===== src/rtl/irqc_pkg.sv =====
// Package irqc_pkg: shared register offsets and bank indices for the
// aggregated interrupt cause unit. Assumes word addressing with a 3-bit
// offset field below the block index.
package irqc_pkg;

    localparam int NBANK     = 3;
    localparam int OFF_W     = 3;

    localparam int BANK_TX   = 0;
    localparam int BANK_RX   = 1;
    localparam int BANK_MISC = 2;
    localparam int SUM_BLK   = 3;

    typedef enum logic [OFF_W-1:0] {
        OFF_RAW  = 3'd0,
        OFF_MSKD = 3'd1,
        OFF_SET  = 3'd2,
        OFF_MASK = 3'd3,
        OFF_MSET = 3'd4,
        OFF_MCLR = 3'd5,
        OFF_MODE = 3'd6
    } bank_off_e;

    localparam logic [OFF_W-1:0] SUM_OFF_CAUSE = 3'd0;
    localparam logic [OFF_W-1:0] SUM_OFF_MASK  = 3'd1;

endpackage


===== src/rtl/irqc_bank.sv =====
// Module irqc_bank: one cause bank with a cause register, a mask, and a
// per-bit clear mode (1 = clear on read, 0 = write one to clear).
// Assumes reads and writes never target the bank in the same cycle.
// Event pulses take priority over any clear of the same bit.
module irqc_bank
    import irqc_pkg::*;
#(
    parameter int DW = 32
) (
    input  logic             clk,
    input  logic             rst_n,
    input  logic [DW-1:0]    ev_i,
    input  logic             sel_i,
    input  logic             wr_en_i,
    input  logic             rd_en_i,
    input  logic [OFF_W-1:0] off_i,
    input  logic [DW-1:0]    wdata_i,
    output logic [DW-1:0]    rdata_o,
    output logic [DW-1:0]    mask_o,
    output logic             active_o
);

    logic [DW-1:0] cause_q, mask_q, mode_q;
    logic [DW-1:0] cause_clr, sw_set;
    logic          wr_raw, wr_set, wr_mset, wr_mclr, wr_mode, rd_raw, rd_mskd;

    // Purpose: decode the host strobes that target this bank.
    always_comb begin
        wr_raw  = sel_i && wr_en_i && (off_i == OFF_RAW);
        wr_set  = sel_i && wr_en_i && (off_i == OFF_SET);
        wr_mset = sel_i && wr_en_i && (off_i == OFF_MSET);
        wr_mclr = sel_i && wr_en_i && (off_i == OFF_MCLR);
        wr_mode = sel_i && wr_en_i && (off_i == OFF_MODE);
        rd_raw  = sel_i && rd_en_i && (off_i == OFF_RAW);
        rd_mskd = sel_i && rd_en_i && (off_i == OFF_MSKD);
    end

    // Purpose: gather the clear and software-set requests for each cause bit.
    always_comb begin
        cause_clr = '0;
        if (wr_raw)  cause_clr = cause_clr | (wdata_i & ~mode_q);
        if (rd_raw)  cause_clr = cause_clr | (cause_q & mode_q);
        if (rd_mskd) cause_clr = cause_clr | (cause_q & ~mask_q & mode_q);
        sw_set = wr_set ? wdata_i : '0;
    end

    // Purpose: update the cause register, letting events win over clears.
    always_ff @(posedge clk) begin
        if (!rst_n) cause_q <= '0;
        else        cause_q <= (cause_q & ~cause_clr) | sw_set | ev_i;
    end

    // Purpose: apply the mask-set and mask-clear strobes.
    always_ff @(posedge clk) begin
        if (!rst_n)       mask_q <= '1;
        else if (wr_mset) mask_q <= mask_q | wdata_i;
        else if (wr_mclr) mask_q <= mask_q & ~wdata_i;
    end

    // Purpose: hold the per-bit clear-mode selection.
    always_ff @(posedge clk) begin
        if (!rst_n)       mode_q <= '0;
        else if (wr_mode) mode_q <= wdata_i;
    end

    // Purpose: select read data for this bank's offsets.
    always_comb begin
        case (off_i)
            OFF_RAW:  rdata_o = cause_q;
            OFF_MSKD: rdata_o = cause_q & ~mask_q;
            OFF_MASK: rdata_o = mask_q;
            OFF_MODE: rdata_o = mode_q;
            default:  rdata_o = '0;
        endcase
    end

    assign mask_o   = mask_q;
    assign active_o = |(cause_q & ~mask_q);

    p_event_latch_r2: assert property (@(posedge clk) disable iff (!rst_n)
        (ev_i != '0) |=> ((cause_q & $past(ev_i)) == $past(ev_i)));

    p_event_wins_r7: assert property (@(posedge clk) disable iff (!rst_n)
        ((ev_i & cause_clr) != '0) |=>
        ((cause_q & $past(ev_i & cause_clr)) == $past(ev_i & cause_clr)));

    p_mask_set_r4: assert property (@(posedge clk) disable iff (!rst_n)
        wr_mset |=> ((mask_q & $past(wdata_i)) == $past(wdata_i)));

    p_mask_clr_keeps_r4: assert property (@(posedge clk) disable iff (!rst_n)
        wr_mclr |=> (((mask_q & $past(wdata_i)) == '0) &&
                     ((mask_q & ~$past(wdata_i)) == ($past(mask_q) & ~$past(wdata_i)))));

    p_w1c_spares_cor_r5: assert property (@(posedge clk) disable iff (!rst_n)
        (wr_raw && !rd_en_i) |=>
        ((cause_q & $past(mode_q & cause_q)) == $past(mode_q & cause_q)));

    p_cor_read_r6: assert property (@(posedge clk) disable iff (!rst_n)
        (rd_raw && !wr_en_i && (ev_i == '0)) |=> ((cause_q & $past(mode_q)) == '0));

endmodule


===== src/rtl/irqc_summary.sv =====
// Module irqc_summary: summary cause register with one bit per bank and a
// software mask, plus the registered interrupt output. Assumes active_i is
// the per-bank OR of unmasked cause bits. A read of the cause offset clears
// the bits of banks that are no longer active.
module irqc_summary
    import irqc_pkg::*;
#(
    parameter int DW = 32,
    parameter int NB = 3
) (
    input  logic             clk,
    input  logic             rst_n,
    input  logic [NB-1:0]    active_i,
    input  logic             sel_i,
    input  logic             wr_en_i,
    input  logic             rd_en_i,
    input  logic [OFF_W-1:0] off_i,
    input  logic [NB-1:0]    wdata_i,
    output logic [DW-1:0]    rdata_o,
    output logic             irq_o
);

    logic [NB-1:0] sum_q, smask_q;
    logic          rd_sum, wr_mask;
    logic          irq_q;

    // Purpose: decode the summary-block strobes.
    always_comb begin
        rd_sum  = sel_i && rd_en_i && (off_i == SUM_OFF_CAUSE);
        wr_mask = sel_i && wr_en_i && (off_i == SUM_OFF_MASK);
    end

    // Purpose: hold the summary bits until read; live banks set them again.
    always_ff @(posedge clk) begin
        if (!rst_n)      sum_q <= '0;
        else if (rd_sum) sum_q <= active_i;
        else             sum_q <= sum_q | active_i;
    end

    // Purpose: hold the summary mask.
    always_ff @(posedge clk) begin
        if (!rst_n)       smask_q <= '1;
        else if (wr_mask) smask_q <= wdata_i;
    end

    // Purpose: register the interrupt request from unmasked summary bits.
    always_ff @(posedge clk) begin
        if (!rst_n) irq_q <= 1'b0;
        else        irq_q <= |(sum_q & ~smask_q);
    end

    // Purpose: select summary read data, zero-extended.
    always_comb begin
        if (off_i == SUM_OFF_CAUSE)     rdata_o = {{(DW-NB){1'b0}}, sum_q};
        else if (off_i == SUM_OFF_MASK) rdata_o = {{(DW-NB){1'b0}}, smask_q};
        else                            rdata_o = '0;
    end

    assign irq_o = irq_q;

    p_sum_capture_r8: assert property (@(posedge clk) disable iff (!rst_n)
        (active_i != '0) |=> ((sum_q & $past(active_i)) == $past(active_i)));

    p_sum_read_clears_r8: assert property (@(posedge clk) disable iff (!rst_n)
        (rd_sum && (active_i == '0)) |=> (sum_q == '0));

    p_irq_blocked_r9: assert property (@(posedge clk) disable iff (!rst_n)
        ($past(&smask_q) && $past(rst_n)) |-> !irq_o);

    p_irq_has_source_r9: assert property (@(posedge clk) disable iff (!rst_n)
        (irq_o && $past(rst_n)) |-> ($past(sum_q) != '0));

endmodule


===== src/rtl/irq_cause_unit.sv =====
// Module irq_cause_unit: top of the aggregated interrupt cause unit. It
// decodes the word address into block and offset, instantiates one
// irqc_bank per cause bank and the summary block, and muxes read data.
// Assumes addr_i[AW-1:OFF_W] selects the block (0..2 banks, 3 summary).
module irq_cause_unit
    import irqc_pkg::*;
#(
    parameter int DW      = 32,
    parameter int AW      = 6,
    parameter int HSK_BIT = 27
) (
    input  logic          clk,
    input  logic          rst_n,
    input  logic [DW-1:0] ev_tx_i,
    input  logic [DW-1:0] ev_rx_i,
    input  logic [DW-1:0] ev_misc_i,
    input  logic          wr_en_i,
    input  logic          rd_en_i,
    input  logic [AW-1:0] addr_i,
    input  logic [DW-1:0] wdata_i,
    output logic [DW-1:0] rdata_o,
    output logic          irq_o
);

    localparam int            BLK_W   = AW - OFF_W;
    localparam logic [DW-1:0] HSK_ONE = DW'(1) << HSK_BIT;

    logic [BLK_W-1:0] blk;
    logic [OFF_W-1:0] off;
    logic [DW-1:0]    ev_arr   [NBANK];
    logic [DW-1:0]    bank_rd  [NBANK];
    logic [DW-1:0]    bank_msk [NBANK];
    logic [NBANK-1:0] bank_act;
    logic [DW-1:0]    sum_rd;
    logic             sum_sel;

    assign blk       = addr_i[AW-1:OFF_W];
    assign off       = addr_i[OFF_W-1:0];
    assign ev_arr[BANK_TX]   = ev_tx_i;
    assign ev_arr[BANK_RX]   = ev_rx_i;
    assign ev_arr[BANK_MISC] = ev_misc_i;
    assign sum_sel   = (blk == BLK_W'(SUM_BLK));

    for (genvar g = 0; g < NBANK; g++) begin : g_bank
        irqc_bank #(.DW(DW)) u_bank (
            .clk      (clk),
            .rst_n    (rst_n),
            .ev_i     (ev_arr[g]),
            .sel_i    (blk == BLK_W'(g)),
            .wr_en_i  (wr_en_i),
            .rd_en_i  (rd_en_i),
            .off_i    (off),
            .wdata_i  (wdata_i),
            .rdata_o  (bank_rd[g]),
            .mask_o   (bank_msk[g]),
            .active_o (bank_act[g])
        );
    end

    irqc_summary #(.DW(DW), .NB(NBANK)) u_summary (
        .clk      (clk),
        .rst_n    (rst_n),
        .active_i (bank_act),
        .sel_i    (sum_sel),
        .wr_en_i  (wr_en_i),
        .rd_en_i  (rd_en_i),
        .off_i    (off),
        .wdata_i  (wdata_i[NBANK-1:0]),
        .rdata_o  (sum_rd),
        .irq_o    (irq_o)
    );

    // Purpose: route the addressed block's read data to the port.
    always_comb begin
        rdata_o = '0;
        for (int i = 0; i < NBANK; i++)
            if (blk == BLK_W'(i)) rdata_o = bank_rd[i];
        if (sum_sel) rdata_o = sum_rd;
    end

    p_hsk_alone_r10: assert property (@(posedge clk) disable iff (!rst_n)
        ((blk == BLK_W'(BANK_MISC)) && wr_en_i && (wdata_i == HSK_ONE) &&
         ((off == OFF_MSET) || (off == OFF_MCLR)))
        |=> ((bank_msk[BANK_MISC] & ~HSK_ONE) == ($past(bank_msk[BANK_MISC]) & ~HSK_ONE)));

endmodule


===== config.mk =====
export PLATFORM = sky130hd
export DESIGN_NAME = irq_cause_unit
export DESIGN_NICKNAME = d
export VERILOG_FILES = /design/src/rtl/irqc_pkg.sv /design/src/rtl/irqc_bank.sv /design/src/rtl/irqc_summary.sv /design/src/rtl/irq_cause_unit.sv
export SDC_FILE = /design/constraint.sdc
export NUM_CORES = 1
export LEC_CHECK = 0
export ABC_AREA = 1
export ABC_CLOCK_PERIOD_IN_PS = 2400
export CORE_MARGIN = 5
export CORE_UTILIZATION = 30
export DETAILED_ROUTE_END_ITERATION = 10
export DONT_BUFFER_PORTS = 1
export GPL_ROUTABILITY_DRIVEN = 0
export MAX_ROUTING_LAYER = met4
export PLACE_DENSITY_LB_ADDON = 0.3
export SETUP_SLACK_MARGIN = 0.4
export SLEW_MARGIN = 0
export SYNTH_ARGS = -nofsm -noshare
export SYNTH_HDL_FRONTEND = slang
export SYNTH_SLANG_ARGS = --single-unit

===== constraint.sdc =====
create_clock -name clk -period 2.4 [get_ports clk]
set_clock_uncertainty 0.1 [all_clocks]
set_input_delay 0.12 -clock clk [delete_from_list [all_inputs] [get_ports clk]]
set_output_delay 0.12 -clock clk [all_outputs]
set_load 0.01 [all_outputs]

* After elaboration in Yosys (flattened, before gate mapping) *
Index checks and enable logic that the tools add are counted.

operators by class
  bitwise operators = 46
  reductions and logical operators = 40
  equal/unequal tests = 9
  muxes and demuxes = 28

operator list
  operator                                              count
  2-to-1 mux 32 bit                                     23
  AND 32 bit                                            18
  OR 32 bit                                             15
  one-hot mux 32 bit (4 select lines)                   3
  NOT 32 bit                                            10
  OR reduction 32 bit                                   3
  logical AND 1 bit                                     31
  equality test 3 x 2 -> 1 bit (second input constant)  4
  equality test 3 bit (second input constant)           3
  equality test 3 x 1 -> 1 bit (second input constant)  2
  zero test 3 bit                                       2
  2-to-1 mux 3 bit                                      2
  nonzero test 2 bit                                    3
  AND 3 bit                                             1
  NOT 3 bit                                             1
  OR 3 bit                                              1
  OR reduction 3 bit                                    1

storage, ports and cells
  flip-flop bits (word level) = 295
  output and inout bits = 33
  input port bits = 138

* Logic depth before layout (Yosys ltp) *
  word-level depth = 12
  gate-level depth with buffers = 11

* Hierarchy *
Synthesis repeated with hierarchy kept, for this count alone.

unflattened totals
  cells, all modules = 3186
  area, all modules = 19075.8 um^2

modules (own cells, without submodules)
  module          area each (um^2)  cells an instance  times used
  irqc_bank       5784.3            967                3
  irq_cause_unit  1152.4            203                1
  irqc_summary    570.5             82                 1

* Least setup slack after synthesis *
OpenSTA, ideal clock, no wires.

  kind = input -> output
  start = input addr_i[0]
  end = output rdata_o[3]
  path buffers = 3
  data arrival time = 1.332 ns
  required time = 2.180 ns
  setup slack = 0.848 ns
  stages on the path = 10
  cells stage by stage = buf_2 inv_2 buf_2 buf_1 nand4_1 o21ai_0 inv_1 nand3_1 nand3_1 a21oi_1

between the ends
  cells in the longest elaborated chain, start to end = 6
  elaborated cells between the ends (all ways) = 11
  those cells by class = eq/ne: 3; mux: 7; reduce/logical: 1

RTL lines
  element                                      line                  source
  from (decl)                                  irq_cause_unit.sv:19  input logic [AW-1:0] addr_i,
  equality test 3 bit (tied with other cells)  irqc_bank.sv:68       case (off_i)
  one-hot mux 32 bit (4 select lines)          irqc_bank.sv:68
  2-to-1 mux 32 bit (2 in a row)               irq_cause_unit.sv:77  if (blk == BLK_W'(i)) rdata_o = bank_rd[i];
  2-to-1 mux 32 bit *                          irq_cause_unit.sv:77
  2-to-1 mux 32 bit *                          irq_cause_unit.sv:78  if (sum_sel) rdata_o = sum_rd;
  to (decl)                                    irq_cause_unit.sv:21  output logic [DW-1:0] rdata_o,

Mark *: on every way between the ends. The rest lies on a longest branch, timed or not.

* Worst setup path in the final report *
  start = register g_bank[0].u_bank.cause_q[20]
  end = output rdata_o[20]

between the ends
  cells in the longest elaborated chain, start to end = 6

RTL lines
  element                                line                  source
  from (decl)                            irqc_bank.sv:23       logic [DW-1:0] cause_q, mask_q, mode_q;
  from (signal assigned)                 irqc_bank.sv:50       else cause_q <= (cause_q & ~cause_clr) | sw_set | ev_i;
  AND 32 bit                             irqc_bank.sv:70       OFF_MSKD: rdata_o = cause_q & ~mask_q;
  one-hot mux 32 bit (4 select lines) *  irqc_bank.sv:68
  2-to-1 mux 32 bit * (3 in a row)       irq_cause_unit.sv:77
  2-to-1 mux 32 bit *                    irq_cause_unit.sv:78

Marked as above.

==> results.py <==
metrics = {
    "detailed_routing": {
        "vias": 21100,
        "routed_wl_um": 83700,
        "wl_per_cell_um": 21.1,
        "vias_per_cell": 5.31,
        "drc": 0,
        "postRouteAntennaNets": 0,
        "first_iter_violations": 2029,
        "dr.pass1.iters": 6,
    },
    "sta": {
        "relSlewSlack": 0.502,
        "slew_violations": 0,
        "rsz0062_at_grt": "yes",
        "post-route-period-util": 0.890,
        "hold_ws_ns": 0.0132,
        "finalCriticalPeriod_ns": 2.14,
        "finalWorstSetupSlack_ns": 0.264,
        "hold_violations": 0,
        "finalSetupTns_ns": 0,
        "worst_pin_slew_ns": 0.747,
        "setup_viol": 0,
        "fmax_mhz": 468,
    },
    "cts": {
        "clock-sinks": 295,
        "htree_levels": 2,
        "clock_latency_ns": 0.56,
        "clockBufferDepth": 3,
        "cts_tree": "yes",
        "cts.reportedPaths.clkPinSlew_ns": 0.06,
        "cts_made_buffers": 38,
        "cts-root-buf": "clkbuf_16",
    },
    "worst_setup_path": {
        "arrival_ns": 1.92,
        "cp.required_ns": 2.18,
        "path_class": "reg -> out",
        "crit_family": "simple AND/OR/NAND/NOR gates",
        "crit_path_max_fanout": 2,
        "slowest_delay_ns": 0.33,
        "critPathCaptureType": "output port",
        "cp.buffers_inverters": 2,
        "slowest_stage": "dfxtp_2",
        "crit_chain": "inv_1 > or2_4 > nor2_4 > nor2_1 > nand2_1 > nand3_2 > a21oi_4 > buf_6",
        "cp-start-kind": "flip-flop",
    },
    "hold_path": {
        "hold_class": "in -> reg",
    },
    "logic_synthesis": {
        "yosys_warnings": 0,
        "yosysSeqAreaShare": 0.329,
        "synthCells": 3022,
        "synth_seq_cells": 295,
        "synth-edff-count": 0,
        "synth_cell_types": 26,
        "synth_fp_nets": 3160,
        "syn_avg_cell_area_um2": 5.95,
        "ys_async_sr_fraction": 0,
        "synthesis.area_mm2": 0.0180,
        "synth_top_flop_cell": "dfxtp_1",
    },
    "final_layout": {
        "final_net_count": 3296,
        "drive_gt1_frac": 0.100,
        "multi_input_area_mm2": 0.0101,
        "area_delta_synth_final_pct": 27.3,
        "fillers": 6441,
        "regArea_mm2": 0.00593,
    },
    "floorplan": {
        "die-height_um": 255,
        "core_mm2": 0.0592,
        "die_area_mm2": 0.0649,
        "io_pins": 171,
        "rows": 89,
        "start_util": 0.303,
        "fp.dieW_um": 255,
    },
    "global_routing": {
        "track_usage": 0.255,
        "grt_pass1_vias": 19600,
        "grt_max_degree": 122,
        "grt_pass1_wl_um": 124000,
        "antenna_found_initial": 18,
        "grt-ovfl-total": 0,
    },
    "placed_design": {
        "dp_hpwl_um": 53700,
        "preCtsSetupSlack_ns": 0.371,
        "port_buffers": 0,
    },
    "power_and_ir_drop": {
        "power_leakage_nw": 10.5,
        "vdd_ir_drop_max_mv": 0.386,
        "cellPowerDensity_mw_per_mm2": 556,
        "p_total_mw": 12.7,
    },
    "status": {
        "status": "completed",
    },
    "flow_run": {
        "drv_cap": 0,
    },
}
==> cells in the mapped netlist, types with 23 or more instances <==
| master | count | area share |
|---|---|---|
| clkbuf_1 | 126 | 0.026 |
| inv_1 | 376 | 0.079 |
| buf_2 | 59 | 0.016 |
| nand4_1 | 106 | 0.037 |
| nand3_1 | 244 | 0.068 |
| dfxtp_1 | 295 | 0.33 |
| nor3_1 | 37 | 0.010 |
| o21ai_1 | 23 | 0.0064 |
| nor2_1 | 313 | 0.065 |
| o21bai_1 | 32 | 0.013 |
| o21ai_0 | 275 | 0.077 |
| nand2_1 | 698 | 0.15 |
| a21oi_1 | 346 | 0.096 |
==> what timing repair did <==
item / in CTS / in global routing
hold buffers: 190 / 0
pin swaps: 18 / 45
gates cloned: 0 / 1
buffers inserted: 4 / 13
resized for setup: 49 / 74
endpoints found under the hold margin: 295 / 0
endpoints found under the setup margin: 21 / 68
==> final cells by class <==
class                   count  area share
diodes                     14     0.00153
clock buffers              60      0.0528
clock inverters             9     0.00317
inverters                 386      0.0636
multi-input cells        2124       0.441
flip-flops and latches    295       0.259
well taps                 773      0.0423
repair buffers            313       0.137
==> layer usage <==
| layer | GRT usage | wire length (um) |
|---|---|---|
| met1 | 0.333 | 34800 |
| met3 | 0.0416 | 7840 |
| met2 | 0.408 | 38600 |
| met5 | - | 0 |
| met4 | 0.0751 | 2510 |
==> logic make-up (layout without fill, tap and decap cells) <==
| family | count (synthesis) | after routing | share of synthesized area |
|---|---|---|---|
| simple gates | 1417 | 1418 | 0.334 |
| compound gates | 706 | 706 | 0.204 |
| buf+inv | 604 | 768 | 0.133 |
| flops | 295 | 295 | 0.329 |
| other cells | 0 | 14 | 0 |
==> worst min-delay path, delay by kind of cell <==
kind                   cells  cell delay [ns]
AO/OA/AOI/OAI              2             0.25
AND/OR/NAND/NOR            2             0.15
buffers and inverters      1             0.10
==> final timing paths <==
kind,from,end,slack [ns],depth (start not counted)
min reg2reg,flip-flop,flip-flop,0.36,2
min,addr_i[2],g_bank[1].u_bank.cause_q[28],0.01,5
max reg2reg,flip-flop,u_summary.sum_q[2],0.67,9
max,g_bank[0].u_bank.cause_q[20],rdata_o[20],0.26,8
==> placed cells by master, fill, tap and decap left out, drive strengths merged, types with 60 or more instances in the layout <==
cell type,n
dfxtp,295
nand2,700
buf,125
nor2,324
nand3,246
o21ai,298
clkbuf,60
nand4,106
dlygate4sd3,188
inv,385
a21oi,346
==> through the flow <==
stage,utilization,area [um^2],cells
6_report,0.386,22900,3974
5_1_grt,0.386,22900,3974
4_1_cts,0.380,22500,3946
3_5_place_dp,0.322,19100,3683
3_3_place_gp,0.322,19100,3683
2_1_floorplan,-,18000,3022
==> where the power goes <==
part | total [mW] | switching [mW] | leakage (nW) | internal [mW]
Combinational | 1.68 | 1.06 | 7.44 | 0.621
Sequential | 5.15 | 0.104 | 2.42 | 5.05
Clock | 5.89 | 2.33 | 0.636 | 3.55
Total | 12.7 | 3.49 | 10.5 | 9.23
Power figures use the tool's default switching activity.
